<file path="src/rtl/seq_pkg.sv">
package seq_pkg;
   localparam int unsigned WORD_W   = 16;
   localparam int unsigned REP_W    = 5;
   localparam int unsigned AUX_W    = 3;
   localparam int unsigned CHAN_W   = 3;
   localparam int unsigned REP_LSB  = 11;
   localparam int unsigned SRC_BIT  = 10;
   localparam int unsigned STOP_BIT = 9;
   localparam int unsigned DAC_BIT  = 8;
   localparam int unsigned TST_BIT  = 7;
   localparam int unsigned LAT_BIT  = 6;
   localparam int unsigned AUX_LSB  = 3;
   localparam int unsigned CHAN_LSB = 0;

   typedef struct packed {
      logic [REP_W-1:0]  count;
      logic              slow_src;
      logic              final_step;
      logic              dac_on;
      logic              test_src;
      logic              latch_on;
      logic [AUX_W-1:0]  aux;
      logic [CHAN_W-1:0] chan;
   } step_t;

   function automatic step_t unpack_step(input logic [WORD_W-1:0] w);
      step_t s;
      s.count      = w[REP_LSB +: REP_W];
      s.slow_src   = w[SRC_BIT];
      s.final_step = w[STOP_BIT];
      s.dac_on     = w[DAC_BIT];
      s.test_src   = w[TST_BIT];
      s.latch_on   = w[LAT_BIT];
      s.aux        = w[AUX_LSB +: AUX_W];
      s.chan       = w[CHAN_LSB +: CHAN_W];
      return s;
   endfunction
endpackage

</file>
<file path="src/rtl/seq_table.sv">
module seq_table #(
   parameter int unsigned DEPTH  = 8,
   parameter int unsigned WORD_W = 16,
   localparam int unsigned IDX_W = $clog2(DEPTH)
) (
   input  logic              clk,
   input  logic              rst_n,
   input  logic              wr_en,
   input  logic [IDX_W-1:0]  wr_addr,
   input  logic [WORD_W-1:0] wr_data,
   input  logic [IDX_W-1:0]  rd_idx,
   output logic [WORD_W-1:0] rd_word
);
   logic [WORD_W-1:0] entry_q [DEPTH];

   for (genvar g = 0; g < DEPTH; g++) begin : g_entry
      always_ff @(posedge clk or negedge rst_n) begin
         if (!rst_n)
            entry_q[g] <= '0;
         else if (wr_en && (wr_addr == IDX_W'(g)))
            entry_q[g] <= wr_data;
      end
   end

   assign rd_word = entry_q[rd_idx];
endmodule

</file>
<file path="src/rtl/seq_dwell_timer.sv">
module seq_dwell_timer #(
   parameter int unsigned REP_W = 5
) (
   input  logic             clk,
   input  logic             rst_n,
   input  logic             run,
   input  logic             use_slow,
   input  logic             fast_tick,
   input  logic             slow_tick,
   input  logic [REP_W-1:0] limit,
   output logic             expire
);
   logic [REP_W-1:0] cnt_q;
   logic             tick;

   assign tick   = use_slow ? slow_tick : fast_tick;
   assign expire = run && tick && (cnt_q == limit);

   always_ff @(posedge clk or negedge rst_n) begin
      if (!rst_n)
         cnt_q <= '0;
      else if (!run || expire)
         cnt_q <= '0;
      else if (tick)
         cnt_q <= cnt_q + 1'b1;
   end
endmodule

</file>
<file path="src/rtl/seq_step_ctrl.sv">
module seq_step_ctrl #(
   parameter int unsigned DEPTH = 8,
   localparam int unsigned IDX_W = $clog2(DEPTH)
) (
   input  logic             clk,
   input  logic             rst_n,
   input  logic             start,
   input  logic             fast_tick,
   input  logic             final_flag,
   input  logic             expire,
   output logic             busy,
   output logic             done,
   output logic [IDX_W-1:0] idx
);
   localparam logic [IDX_W-1:0] LAST_IDX = IDX_W'(DEPTH - 1);

   logic             busy_q, busy_d;
   logic             done_q, done_d;
   logic [IDX_W-1:0] idx_q, idx_d;
   logic             at_end;

   assign at_end = final_flag || (idx_q == LAST_IDX);

   always_comb begin
      busy_d = busy_q;
      idx_d  = idx_q;
      done_d = 1'b0;
      if (!busy_q) begin
         if (start) begin
            busy_d = 1'b1;
            idx_d  = '0;
         end
      end else if (at_end) begin
         if (fast_tick) begin
            busy_d = 1'b0;
            done_d = 1'b1;
            idx_d  = '0;
         end
      end else if (expire) begin
         idx_d = idx_q + 1'b1;
      end
   end

   always_ff @(posedge clk or negedge rst_n) begin
      if (!rst_n) begin
         busy_q <= 1'b0;
         done_q <= 1'b0;
         idx_q  <= '0;
      end else begin
         busy_q <= busy_d;
         done_q <= done_d;
         idx_q  <= idx_d;
      end
   end

   assign busy = busy_q;
   assign done = done_q;
   assign idx  = idx_q;
endmodule

</file>
<file path="src/rtl/seq_out_gate.sv">
module seq_out_gate
   import seq_pkg::*;
(
   input  logic              active,
   input  logic              force_dac,
   input  step_t             step,
   output logic              dac_en,
   output logic              latch_en,
   output logic              test_sel,
   output logic [AUX_W-1:0]  aux_ctl,
   output logic [CHAN_W-1:0] chan_sel
);
   always_comb begin
      dac_en   = 1'b0;
      latch_en = 1'b0;
      test_sel = 1'b0;
      aux_ctl  = '0;
      chan_sel = '0;
      if (active) begin
         dac_en   = step.dac_on | force_dac;
         latch_en = step.latch_on;
         test_sel = step.test_src;
         aux_ctl  = step.aux;
         chan_sel = step.chan;
      end
   end
endmodule

</file>
<file path="src/rtl/state_sequencer.sv">
module state_sequencer
   import seq_pkg::*;
#(
   parameter int unsigned DEPTH = 8,
   localparam int unsigned IDX_W = $clog2(DEPTH)
) (
   input  logic              clk,
   input  logic              rst_n,
   input  logic              wr_en,
   input  logic [IDX_W-1:0]  wr_addr,
   input  logic [WORD_W-1:0] wr_data,
   input  logic              start,
   input  logic              fast_tick,
   input  logic              slow_tick,
   input  logic              dac_force_on,
   output logic              busy,
   output logic              done,
   output logic              dac_en,
   output logic              latch_en,
   output logic              test_sel,
   output logic [AUX_W-1:0]  aux_ctl,
   output logic [CHAN_W-1:0] chan_sel
);
   if (DEPTH < 2 || DEPTH > 256) begin : g_bad_depth
      $error("state_sequencer: DEPTH must lie in 2..256");
   end
   if ((1 << IDX_W) != DEPTH) begin : g_bad_pow2
      $error("state_sequencer: DEPTH must be a power of two");
   end
   if (REP_W + 5 + AUX_W + CHAN_W != WORD_W) begin : g_bad_layout
      $error("state_sequencer: step word fields do not fill the word");
   end

   logic [IDX_W-1:0]  act_idx;
   logic [WORD_W-1:0] act_word;
   step_t             act_step;
   logic              dwell_done;

   seq_table #(.DEPTH(DEPTH), .WORD_W(WORD_W)) u_table (
      .clk     (clk),
      .rst_n   (rst_n),
      .wr_en   (wr_en),
      .wr_addr (wr_addr),
      .wr_data (wr_data),
      .rd_idx  (act_idx),
      .rd_word (act_word)
   );

   assign act_step = unpack_step(act_word);

   seq_dwell_timer #(.REP_W(REP_W)) u_timer (
      .clk       (clk),
      .rst_n     (rst_n),
      .run       (busy),
      .use_slow  (act_step.slow_src),
      .fast_tick (fast_tick),
      .slow_tick (slow_tick),
      .limit     (act_step.count),
      .expire    (dwell_done)
   );

   seq_step_ctrl #(.DEPTH(DEPTH)) u_ctrl (
      .clk        (clk),
      .rst_n      (rst_n),
      .start      (start),
      .fast_tick  (fast_tick),
      .final_flag (act_step.final_step),
      .expire     (dwell_done),
      .busy       (busy),
      .done       (done),
      .idx        (act_idx)
   );

   seq_out_gate u_gate (
      .active    (busy),
      .force_dac (dac_force_on),
      .step      (act_step),
      .dac_en    (dac_en),
      .latch_en  (latch_en),
      .test_sel  (test_sel),
      .aux_ctl   (aux_ctl),
      .chan_sel  (chan_sel)
   );
endmodule

</file>
<file path="config.mk">
export PLATFORM = sky130hd
export DESIGN_NAME = state_sequencer
export DESIGN_NICKNAME = d
export VERILOG_FILES = /design/src/rtl/seq_pkg.sv /design/src/rtl/seq_table.sv /design/src/rtl/seq_dwell_timer.sv /design/src/rtl/seq_step_ctrl.sv /design/src/rtl/seq_out_gate.sv /design/src/rtl/state_sequencer.sv
export SDC_FILE = /design/constraint.sdc
export NUM_CORES = 1
export LEC_CHECK = 0
export BUFFER_PORTS_ARGS = -buffer_cell sky130_fd_sc_hd__buf_4
export CAP_MARGIN = 40
export CORE_MARGIN = 2
export CORE_UTILIZATION = 50
export DETAILED_ROUTE_END_ITERATION = 10
export PLACE_DENSITY = 0.67
export SLEW_MARGIN = 15
export SYNTH_ARGS = -nofsm -noshare
export SYNTH_HDL_FRONTEND = slang
export SYNTH_SLANG_ARGS = --single-unit
</file>
<file path="constraint.sdc">
create_clock -name clk -period 4.3 [get_ports clk]
set_input_delay 0.215 -clock clk [delete_from_list [all_inputs] [get_ports clk]]
set_output_delay 0.215 -clock clk [all_outputs]
set_load 0.02 [all_outputs]
</file>
==> results of run 1 <==
[kinds of logic after synthesis]
group	share of synthesized area
multiplexers	0.351
flip-flops	0.533
AO/OA/AOI/OAI	0.0323
buffers and inverters	0.0222
AND/OR/NAND/NOR	0.0474
adder cells (fa/ha/maj)	0.00580
XOR/XNOR	0.00792
[synthesized netlist by cell type, drive strengths merged (2+ instances only)]
| master | n | area [µm²] |
|---|---|---|
| ha | 3 | 37.5 |
| a211oi | 2 | 20.0 |
| a22oi | 10 | 75.1 |
| nand2b | 2 | 12.5 |
| and2 | 3 | 18.8 |
| inv | 3 | 11.3 |
| nand3 | 5 | 30.0 |
| nor3 | 2 | 20.0 |
| nand2 | 7 | 26.3 |
| a21oi | 8 | 40.0 |
| o22a | 2 | 17.5 |
| nor3b | 2 | 25.0 |
| clkbuf | 12 | 45.0 |
| buf | 12 | 87.6 |
| mux4 | 20 | 450 |
| xnor2 | 5 | 51.3 |
| and3 | 5 | 36.3 |
| dfrtp | 138 | 3450 |
| nand4 | 4 | 25.0 |
| nand4b | 3 | 26.3 |
| mux2 | 128 | 1440 |
| nor2 | 18 | 70.1 |
| o211ai | 3 | 37.5 |
| mux2i | 38 | 380 |
[area by class of cell]
class | instances | area [µm²] | area share
Inverter | 3 | 11.3 | 0.00149
Tap cell | 172 | 215 | 0.0285
Timing Repair Buffer | 53 | 444 | 0.0588
Clock buffer | 23 | 478 | 0.0633
Clock inverter | 8 | 70.1 | 0.00928
Sequential cell | 138 | 3450 | 0.458
Multi-Input combinational cell | 274 | 2880 | 0.381
[worst min-delay path, cell delays in order]
cell	delay, ns
buf_4	0.08
nor2_1	0.08
nor2_1	0.09
[power breakdown]
group | switching (mW) | internal (mW)
Combinational | 0.473 | 0.582
Clock | 0.520 | 0.831
Sequential | 0.185 | 1.59
[per-stage QoR]
step	cell area [µm²]	total power [mW]	setup slack, ns	hold WS [ns]	std cells
floorplan	6470	2.53	2.20	-0.0806	439
global placement	6920	2.80	1.66	0.386	635
detailed placement	6980	2.86	1.71	0.0554	638
CTS	7540	4.22	1.48	0.0652	670
global route	7550	4.40	1.35	0.0841	671
finish	7550	4.18	1.52	0.0786	671
[worst max-delay path by stage]
stage	to	slack, ns	depth (start not counted)
final	aux_ctl[0]	1.52	6
after global routing	chan_sel[1]	1.35	6
after CTS	aux_ctl[0]	1.48	6
after detailed placement	u_ctrl.idx[2]	1.71	6
after global placement	u_ctrl.idx[1]	1.66	6
after floorplan	u_ctrl.idx[2]	2.20	8
[routing by layer]
| metal | wire length (µm) | part of all wire | up-vias |
|---|---|---|---|
| met5 | 0 | 0 | - |
| met4 | 179 | 0.013 | 0 |
| met3 | 372 | 0.028 | 13 |
| met2 | 6470 | 0.48 | 60 |
| met1 | 6390 | 0.48 | 2027 |
| li1 | - | - | 1736 |
[repair_timing]
| item | CTS | global route |
|---|---|---|
| hold endpoints to repair | 106 | 0 |
| buffers inserted | 0 | 0 |
| hold buffers | 1 | 0 |
[sequential cells by signal (all words and copies together), names as in the netlist]
name             cells
u_timer.cnt_q        5
u_ctrl.idx           3
u_ctrl.done          1
u_table.entry_q    128
u_ctrl.busy          1
==> metrics.txt, run 1 <==
Pwr Density 554 nW/µm²; most frequent cells in the layout dfrtp_1, mux2_2, buf_4; via count 3836; clk root buf clkbuf_16; Yosys reg bits 138; hpwl dp 8.70 mm; area grow syn2layout 16.6%; Die Y 118 µm; CTS tree done; clk slew on worst S/H paths 0.06 ns; crit path launch u_ctrl.idx[0]; Die W around 120 µm; Die ar. 13900 µm²; GRT met3 Usage 0.0523; CTS max path bufs 2; Final ANT Viol Nets 0; mapped cell area 6470 µm²; Max FO, Critical Path 19; Worst Hold End u_ctrl.busy; initial antenna violation count 0; number of remaining DRC errors 0; largest net degree at the start of global routing 63; Max-slew headroom 0.433; Core Footprint between 10000 and 15000 µm²; # H-tree levels 4; n_diodes 0; Num CTS Buffers 17; initial drt markers 187; Max Slew Vio Count 0; Crit. End Element output pin; Core Util, Final 0.598; FMAX 360 MHz; CP peak stage delay 0.62 ns; drt total wl between 10 and 15 mm; Mapped Cells about 440; Worst Skew 0.00561 ns; final worst path period need 2.78 ns; Rows 41; r2r startpoint u_ctrl.idx[1]; Worst Hold Depth 3; R2R cell count 7; net count after synthesis about 470; unrepaired setup endpoints after global routing no; cell chain of the critical path buf_12, buf_4, mux4_2, mux2i_1, nor2_1, buf_4; EDFF count, synth 0; Routed WL per cell 20.0 µm; Crit path required time 4.09 ns; syn_area_per_cell 14.7 µm²; fin crit share 0.646; grt peak-use layer met2; Setup-failing EPs final 0; actual slew at the worst max-slew pin 0.848 ns; # nets final approximately 520; total grt overflow 0; met1 usage 0.294; first-pass GRT wire length 22.4 mm; sum of negative setup slack 0 ns; gpl congestion 0.776; HP Class in2reg; min-delay src start; GRT Util Overall 0.212; max-cap violations 0; Reg2Reg Setup Slack 1.91 ns; Top Ports 37; status complete, no violations; Critical Path AT 2.56 ns; fraction of layout instances using a drive strength above 1 0.487; Initial Util 0.513; maximum vdd drop 0.000320 V; DR pass1 iterations 4; share of flip-flops with an asynchronous set or reset 1.00; crit path buf inv count 3; YS warnings 0; vias in the first global route roughly 4200; clk_lat worst skew 0.42 ns; met2 Usage GRT 0.332; CTS resizes 0; Final Hold Fails 0; CP max stage cell dfrtp_2; Most common cell on crit path buf_4; fill count between 1000 and 1500; family with the most delay on the worst path buffers and inverters; ys flop type dfrtp_1; PortBufs 36; Critical R2R Capture u_ctrl.idx[2]; most common cell after layout, fill and taps aside dfrtp_1; worst setup path category reg2out; CTS sink cnt 138; leakage power 3.17 nW; post-synth cell types 37; Via density 5.72; startpoint types register; sequential area share after synthesis 0.533
Note: power is estimated with default switching activity, not from simulation.
==> inputs of run 2 (changes only) <==
==> constraint.sdc (replaced) <==
create_clock -name clk -period 2.64 [get_ports clk]
set_input_delay 0.132 -clock clk [delete_from_list [all_inputs] [get_ports clk]]
set_output_delay 0.132 -clock clk [all_outputs]
set_load 0.02 [all_outputs]
==> metrics.txt, run 2 (synthesis gave the netlist of run 1 again) <==
fraction of layout instances using a drive strength above 1 0.480 (-0.00728); total grt overflow 0 (unchanged); initial drt markers 191 (+2.1%); most flop-heavy register u_table.entry_q; max reg flops 128 (unchanged); startpoint types register; final worst path period need 2.43 ns; Crit path required time 2.51 ns (-1.58 ns); drt total wl 13.7 mm (+2.0%); worst setup path category reg2out; first-pass GRT wire length 22.8 mm (+2.1%); # H-tree levels 4 (unchanged); Initial Util 0.513 (unchanged); DR pass1 iterations 4 (unchanged); most common cell after layout, fill and taps aside dfrtp_1; Num CTS Buffers 17 (unchanged); largest net degree at the start of global routing 73 (+16%); Core Footprint 12600 µm² (unchanged); initial antenna violation count 0 (unchanged); hpwl dp 8.52 mm (-2.1%); leakage power 3.24 nW (+2.3%); clk_lat worst skew 0.43 ns (about the same); actual slew at the worst max-slew pin 0.611 ns (-0.237 ns); Routed WL per cell 19.9 µm (-0.65%); area grow syn2layout 19.6%; via count 3877 (+1.1%); most frequent cells in the layout dfrtp_1, mux2_2, buf_4; Final Hold Fails 0 (unchanged); Pwr Total 6.96 mW (+66%); Final ANT Viol Nets 0 (unchanged); Max Slew Vio Count 0 (unchanged); clk root buf clkbuf_16; Max FO, Critical Path 20 (+1); crit path buf inv count 2 (-1); FMAX 412 MHz; vias in the first global route 4323 (+3.0%); clk slew on worst S/H paths 0.05 ns (about the same); CTS sink cnt 138 (unchanged); Die ar. 13900 µm² (unchanged); HP Class in2reg; Setup-failing EPs final 0 (unchanged); Reg2Reg Setup Slack 0.29 ns (-1.62 ns); CTS max path bufs 2 (unchanged); Die Y 118 µm (unchanged); sum of negative setup slack 0 ns (unchanged); maximum vdd drop 0.000494 V (+54%); Top Ports 37 (unchanged); fin crit share 0.919; max-cap violations 0 (unchanged); setup bufs post-CTS 0 (unchanged); Pwr Density 899 nW/µm² (+62%); Worst Skew 0.0229 ns (+0.0173 ns); GRT Util Overall 0.217 (+0.00492); CP peak stage delay 0.64 ns (+0.02 ns); Critical Path AT 2.29 ns (-0.27 ns); CP max stage cell dfrtp_4; n_diodes 0 (unchanged); Die W 118 µm (unchanged); post-route insts no fill 689 (+2.7%); Rows 41 (unchanged); family with the most delay on the worst path multiplexers; unrepaired setup endpoints after global routing no; number of remaining DRC errors 0 (unchanged); PortBufs 36 (unchanged); placed cells 640 (+0.31%); Crit. End Element output pin; cell chain of the critical path buf_6, mux4_2, mux2i_1, nor2_1, buf_4; CTS tree done; gpl congestion 0.846 (+8.9%); Via density 5.63 (-1.6%); status complete, no violations; Max-slew headroom 0.593 (+0.160); # nets final 533 (+3.3%)
run 2: worst paths after layout:
| path | startpoint | to | cells past startpoint |
|---|---|---|---|
| setup / recovery | u_ctrl.idx[0] | aux_ctl[1] | 5 |
| hold reg to reg | u_table.entry_q[82] | u_table.entry_q[82] | 1 |
| hold / removal | start | u_ctrl.busy | 3 |
| max in group asynchronous | rst_n | u_table.entry_q[79] | 3 |
| setup reg to reg | u_ctrl.idx[1] | u_ctrl.idx[1] | 6 |
| min in group asynchronous | rst_n | u_table.entry_q[42] | 2 |
run 2: metrics by stage:
stage	util	hold slack, ns	setup WS, ns	cell area [µm²]
global route	0.614	0.0258	0.0719	7740
detailed placement	0.552	0.0920	0.259	6970
finish	0.614	0.00369	0.215	7740
floorplan	-	-0.164	0.542	6470
CTS	0.613	0.000986	0.0682	7740
global placement	0.552	0.0918	0.291	6970
run 2: final cells by class:
type / count / area (µm²)
fill: 1030 / 4880
sequential: 138 / 3460
multi-input combinational: 274 / 2880
timing repair buffer: 70 / 584
clock buffer: 19 / 453
tap: 172 / 215
clock inverter: 13 / 146
inverter: 3 / 11.3
run 2: what timing repair did:
action | CTS | global route
gates resized for setup | 1 | 1
hold endpoints to repair | 124 | 0
hold buffers | 17 | 0
setup endpoints to repair | 6 | 4
run 2: layer usage:
| metal | vias up | wire length [µm] | GRT usage |
|---|---|---|---|
| li1 | 1753 | - | - |
| met1 | 2064 | 6410 | 0.297 |
| met2 | 53 | 6830 | 0.344 |
| met3 | 7 | 359 | 0.0586 |
| met4 | 0 | 96 | 0.0625 |
| met5 | - | 0 | 0 |
run 2: tightest hold or removal path, cell delays in order:
cell and delay [ns]:
buf_4 0.08, nor2_1 0.07, nor2_1 0.11
run 2: power by group:
group / switching (mW) / total [mW] / leakage, nW / internal [mW]
sequential: 0.314 / 2.91 / 1.67 / 2.59
clock: 0.908 / 2.35 / 0.277 / 1.44
combinational: 0.748 / 1.70 / 1.30 / 0.956
total: 1.97 / 6.96 / 3.24 / 4.99
